===== src/rtl/addr_ptr_pkg.sv =====
package addr_ptr_pkg;

   // Which update the pointer register takes on the coming edge.
   typedef enum logic [1:0] {
      UPD_HOLD  = 2'd0,
      UPD_LOAD  = 2'd1,
      UPD_PAGE  = 2'd2,
      UPD_WHOLE = 2'd3
   } upd_kind_e;

endpackage


===== src/rtl/addr_ptr_page_inc.sv =====
// Adds one inside the low OFS_W bits only; the upper bits pass unchanged.
module addr_ptr_page_inc #(
   parameter int ADDR_W = 16,
   parameter int OFS_W  = 7
) (
   input  logic [ADDR_W-1:0] cur_i,
   output logic [ADDR_W-1:0] nxt_o
);
   localparam int ROW_W = ADDR_W - OFS_W;

   logic [OFS_W-1:0] ofs_nxt;
   assign ofs_nxt = cur_i[OFS_W-1:0] + {{(OFS_W-1){1'b0}}, 1'b1};

   generate
      if (ROW_W == 0) begin : g_single_page
         assign nxt_o = ofs_nxt;
      end else begin : g_multi_page
         assign nxt_o = {cur_i[ADDR_W-1:OFS_W], ofs_nxt};
      end
   endgenerate
endmodule


===== src/rtl/addr_ptr_full_inc.sv =====
// Adds one across the whole address; wraps from all ones to zero.
module addr_ptr_full_inc #(
   parameter int ADDR_W = 16
) (
   input  logic [ADDR_W-1:0] cur_i,
   output logic [ADDR_W-1:0] nxt_o
);
   assign nxt_o = cur_i + {{(ADDR_W-1){1'b0}}, 1'b1};
endmodule


===== src/rtl/addr_ptr_arbiter.sv =====
// Priority: load, then write step, then read step.
module addr_ptr_arbiter
   import addr_ptr_pkg::*;
(
   input  logic      load_i,
   input  logic      wr_step_i,
   input  logic      rd_step_i,
   output upd_kind_e kind_o
);
   always_comb begin
      if (load_i)         kind_o = UPD_LOAD;
      else if (wr_step_i) kind_o = UPD_PAGE;
      else if (rd_step_i) kind_o = UPD_WHOLE;
      else                kind_o = UPD_HOLD;
   end
endmodule


===== src/rtl/addr_ptr_unit.sv =====
module addr_ptr_unit
   import addr_ptr_pkg::*;
#(
   parameter int ADDR_W    = 16,
   parameter int PAGE_BITS = 7
) (
   input  logic              clk,
   input  logic              rst_n,
   input  logic              load_i,
   input  logic [ADDR_W-1:0] load_addr_i,
   input  logic              wr_step_i,
   input  logic              rd_step_i,
   output logic [ADDR_W-1:0] addr_o
);
   localparam int                PAGE_COUNT = 1 << (ADDR_W - PAGE_BITS);
   localparam logic [ADDR_W-1:0] RESET_ADDR = '0;

   generate
      if (PAGE_BITS < 1 || PAGE_BITS > ADDR_W) begin : g_bad_cfg
         $error("addr_ptr_unit: PAGE_BITS must be between 1 and ADDR_W");
      end
      if (PAGE_COUNT < 1) begin : g_bad_pages
         $error("addr_ptr_unit: page count must be at least one");
      end
   endgenerate

   logic [ADDR_W-1:0] ptr_q;
   logic [ADDR_W-1:0] ptr_d;
   logic [ADDR_W-1:0] page_nxt;
   logic [ADDR_W-1:0] whole_nxt;
   upd_kind_e         kind;

   addr_ptr_arbiter u_arb (
      .load_i    (load_i),
      .wr_step_i (wr_step_i),
      .rd_step_i (rd_step_i),
      .kind_o    (kind)
   );

   addr_ptr_page_inc #(.ADDR_W(ADDR_W), .OFS_W(PAGE_BITS)) u_page_inc (
      .cur_i (ptr_q),
      .nxt_o (page_nxt)
   );

   addr_ptr_full_inc #(.ADDR_W(ADDR_W)) u_full_inc (
      .cur_i (ptr_q),
      .nxt_o (whole_nxt)
   );

   always_comb begin
      unique case (kind)
         UPD_LOAD:  ptr_d = load_addr_i;
         UPD_PAGE:  ptr_d = page_nxt;
         UPD_WHOLE: ptr_d = whole_nxt;
         default:   ptr_d = ptr_q;
      endcase
   end

   always_ff @(posedge clk or negedge rst_n) begin
      if (!rst_n) ptr_q <= RESET_ADDR;
      else        ptr_q <= ptr_d;
   end

   assign addr_o = ptr_q;
endmodule


===== config.mk =====
export PLATFORM = sky130hd
export DESIGN_NAME = addr_ptr_unit
export DESIGN_NICKNAME = d
export VERILOG_FILES = /design/src/rtl/addr_ptr_pkg.sv /design/src/rtl/addr_ptr_page_inc.sv /design/src/rtl/addr_ptr_full_inc.sv /design/src/rtl/addr_ptr_arbiter.sv /design/src/rtl/addr_ptr_unit.sv
export SDC_FILE = /design/constraint.sdc
export NUM_CORES = 1
export LEC_CHECK = 0
export BUFFER_PORTS_ARGS = -buffer_cell sky130_fd_sc_hd__buf_4
export CAP_MARGIN = 5
export CORE_MARGIN = 10
export CORE_UTILIZATION = 41
export DETAILED_ROUTE_END_ITERATION = 8
export GPL_ROUTABILITY_DRIVEN = 0
export PLACE_DENSITY = 0.69
export SKIP_LAST_GASP = 1
export SYNTH_ARGS = -nofsm -noshare
export SYNTH_HDL_FRONTEND = slang
export SYNTH_SLANG_ARGS = --single-unit

===== constraint.sdc =====
create_clock -name clk -period 2.3 [get_ports clk]
set_input_delay 0.575 -clock clk [delete_from_list [all_inputs] [get_ports clk]]
set_output_delay 0.575 -clock clk [all_outputs]
set_load 0.05 [all_outputs]

# Yosys cells after proc, flatten, opt, wreduce, memory -nomap -nowiden

Cells that the tools add are included.

Bits of input ports: 21
Register bits after elaboration: 16
Word-level logic and storage cells: 15
Output and inout bits: 16

Equal/unequal tests: 3
$add $sub $neg: 2
Reduce and logical (&&, ||, !) cells: 3
Bitwise operators: 1
Multiplexer cells: 4

Operator list:

| cell                    | number |
|---|---|
| $pmux W16 S3            | 1 |
| $add A16 B1 Y16 const B | 1 |
| $add A7 B1 Y7 const B   | 1 |
| $mux W2                 | 3 |
| $eq A2 B2 Y1 const B    | 2 |
| $reduce_bool A3 Y1      | 1 |
| $eq A2 B1 Y1 const B    | 1 |
| $reduce_and A2 Y1       | 1 |
| $reduce_bool A2 Y1      | 1 |
| $not A1 Y1              | 1 |

# Longest topological paths before layout

Depth after elaboration: 6
Depth in mapped cells: 5
Mapped depth without buffers: 5

# By module

Synthesis repeated with hierarchy kept, for this count alone.

Cells, all modules: 104
Area total of the unflattened synthesis: 1306.3 sq um

Modules (own cells, without submodules):

| module            | cells an instance | instances | area an instance (sq um) | seq. area each (sq um) |
|---|---|---|---|---|
| addr_ptr_unit     | 36                | 1         | 824.5                    | 400.4 |
| addr_ptr_full_inc | 43                | 1         | 297.8                    | 0.0 |
| addr_ptr_page_inc | 21                | 1         | 165.2                    | 0.0 |
| addr_ptr_arbiter  | 4                 | 1         | 18.8                     | 0.0 |

# Worst setup path after synthesis

Ideal clock, no wire load.

Path kind: reg2reg
Start: register ptr_q[0] (netlist: addr_o[0])
End: register ptr_q[10] (netlist: addr_o[10])
Setup time: 0.125 ns
Buffers on the path: 0
Clock period less this slack: 1.864 ns
Cell stages (with the launch flop): 6
Data required time: 2.175 ns
Path slack: 0.436 ns
Data arrival time: 1.739 ns
Cells stage by stage: dfrtp_1 > ha_1 > nand3b_2 > nor4_2 > xor2_1 > mux2_2

Cells in the longest elaborated chain, start to end: 2

Ends and longest elaborated chain:

| what                   | RTL line               | RTL |
|---|---|---|
| start, declared        | addr_ptr_unit.sv:27    | `logic [ADDR_W-1:0] ptr_q;` |
| start signal, assigned | addr_ptr_unit.sv:61    | `else ptr_q <= ptr_d;` |
| $add A16 B1 Y16        | addr_ptr_full_inc.sv:8 | `assign nxt_o = cur_i + {{(ADDR_W-1){1'b0}}, 1'b1};` |
| $pmux W16 S3           | addr_ptr_unit.sv:51    | `unique case (kind)` |

Every way passes these cells.
A chain may end at the register's enable or synchronous reset.

# Final worst setup path

Same ends and word-level chain as after synthesis.

==> impl_results.md <==
* Cell area after synthesis at 1020 sq um
* R2r setup slk at 620 ps
* Post_cts resized at 0
* Pint at 0.515 mW
* Total iterations of the first detailed-routing run at 5
* Setup TNS at 0 ps
* Dpl cells at 171
* CTS tree: done
* Largest net degree at the start of global routing at 38
* Warnings from Yosys at 0
* DR WL/cell at 14.2 microns
* CTS max path bufs at 2
* Worst path required time at 2500 ps
* Nets at 168
* Sw power at 0.332 mW
* Largest family of logic cells by synthesized area: simple AND/OR/NAND/NOR gates
* Vias/cell at 5.25
* Max-cap viol count at 0
* Post-Layout Inst Area at 1340 sq um
* # hold bufs at CTS at 0
* Core footprint at 2430 sq um
* Gr usage total at 0.103
* Cts bufs inserted at 3
* Mux share of post-synthesis cell area at 0.0404
* Leading post-synthesis cells by cell area: dfrtp_1, nand2_1, xnor2_1
* Reg-to-Reg Start: addr_o[0]
* Area Overhead vs Synth at 31.0%
* Adder-Cell Fraction of Synth Area at 0.0122
* Sw Ratio at 0.392
* Die height at 69.9 microns
* Yosys top cell by area: dfrtp_1
* Initial antenna violation count at 0
* Vias in the first global route at 885
* Final max-slew violation count at 0
* Port bufs at 36
* H-tree Lvls at 1
* Post-synthesis xor/xnor area fraction at 0.0857
* Number of synthesized register bits at 16
* Starting Density at 0.420
* I/O pins at 37
* Post-synthesis simple-gate area fraction at 0.319
* Tcrit/Tclk final at 0.732
* Commonest non-fill, non-tap cell in the layout: buf_4
* Worst setup EP type: register
* First-pass GRT wire length at 4240 microns
* Mapped Cells at 110
* Hold WC Path Type: in -> async
* Initial DRC count at 53
* Synth Area in Compound Gates at 0.113
* Post-CTS setup buffer count at 0
* Yosys cell types at 35
* Clock root cell: clkbuf_4
* Worst-case reg-to-reg path depth at 5
* Diode count at 0
* Placed inst area at 1300 sq um
* Static Leak at 0.575 nW
* Worst skew pair latency at 300 ps
* Vias at 918
* Final Non-Filler Cells at 175
* Top cell type's share of synthesized area at 0.392
* Post-DP HPWL at 1880 microns
* Clock share of power at 0.230
* Status: complete, no violations
* Global route overflow at 0
* DR DRC count at 0
* Power, Total at 0.847 mW
* Most frequent cells in the layout: buf_4, nand2_1, dfrtp_1
* Antenna Nets Post-Route at 0
* Fmax at 594 MHz
* Layout cells sized above 1 at 0.359
* Tmin final at 1680 ps
* Mapped Nets at 132
* Startpoint types: register
* Clk slew on worst S/H paths at 100 ps
* Mean Syn Cell Area at 9.29 sq um
* Slew @ Worst Pin at 388 ps
* Max reg flops at 16
* Seq/Total Area, Yosys at 0.392
* Peak VDD IR at 0.000378 V
* RSZ-0062 raised after global routing: false
* Worst Skew at 8.02 ps
* Crit Path Max Fanout at 6
* Setup Crit Path Kind: reg -> reg
* Seq pwr share at 0.418
* Critical path arrival at 1880 ps
* Endpoints failing setup at 0
* Die area at 4890 sq um
* Power per cell area at 633 nW/um^2
* Fillers at 245
* Worst r2r dst: addr_o[10]
* Relative slew slack at 0.740
* Sink Count at 16
* Comb power frac at 0.352
* Die width at 69.9 microns
* Final wirelength at 2490 microns
* Std-Cell Rows at 18
* Hold Fails Final Rpt at 0
critical path, stage by stage, from the launching register on:
cell and delay, ps:
dfrtp_1 470, ha_1 240, nand3b_2 160, nor4_2 350, xor2_1 110, mux2_2 260
per-stage QoR:
stage / utilization / setup WS (ps) / hold slack, ps
after global routing: 0.550 / 480 / 126
after global placement: 0.535 / 580 / 448
after detailed placement: 0.535 / 511 / 454
final: 0.550 / 616 / 118
after CTS: 0.550 / 611 / 125
after floorplan: - / 436 / 279
worst max path at each step:
| stage | start | end | slack, ps | depth (start not counted) |
|---|---|---|---|---|
| global placement | wr_step_i | addr_o[11] | 580 | 5 |
| detailed placement | wr_step_i | addr_o[10] | 510 | 5 |
| global route | addr_o[0] | addr_o[10] | 480 | 5 |
| finish | addr_o[0] | addr_o[10] | 620 | 5 |
| CTS | addr_o[0] | addr_o[10] | 610 | 5 |
| floorplan | addr_o[0] | addr_o[10] | 440 | 5 |
power groups by stage:
| stage | combinational, mW | clock (mW) | sequential, mW |
|---|---|---|---|
| floorplan | 0.0936 | 0 | 0.462 |
| global placement | 0.299 | 0 | 0.359 |
| detailed placement | 0.302 | 0 | 0.360 |
| CTS | 0.303 | 0.198 | 0.354 |
| global route | 0.319 | 0.214 | 0.362 |
| finish | 0.298 | 0.195 | 0.354 |
synth_stat cells (all sizes together):
library cell,instances
nand3,9
xnor2,6
o2111ai,1
clkbuf,2
xor2,4
and2,1
nand3b,1
nand4,2
nor3,3
and4bb,1
nor2b,2
nand2,16
dfrtp,16
a21oi,2
buf,3
nand2b,2
mux2,1
ha,1
a311o,2
o21ai,12
inv,3
mux2i,3
nand4b,1
nor2,8
a211o,1
nor4,5
o21a,1
nor3b,1
cell families after synthesis:
| logic type | after synthesis |
|---|---|
| xor+xnor | 10 |
| simple gates | 52 |
| flops | 16 |
| compound gates | 19 |
| buf+inv | 8 |
| mux | 4 |
| fa+ha+maj | 1 |
area by class of cell:
cell class              instances  area (sq um)  share of cell area
multi-input cells              86           583               0.436
flip-flops and latches         16           400               0.299
repair buffers                 36           270               0.202
well taps                      30          37.5              0.0280
clock buffers                   4          36.3              0.0271
inverters                       3          11.3             0.00841
layer usage:
layer | wire [microns] | track usage
met1 | 1100 | 0.122
met2 | 1240 | 0.168
met3 | 96 | 0.0184
met4 | 46 | 0.0592
met5 | 0 | 0
Note: power is estimated with default switching activity, not from simulation.
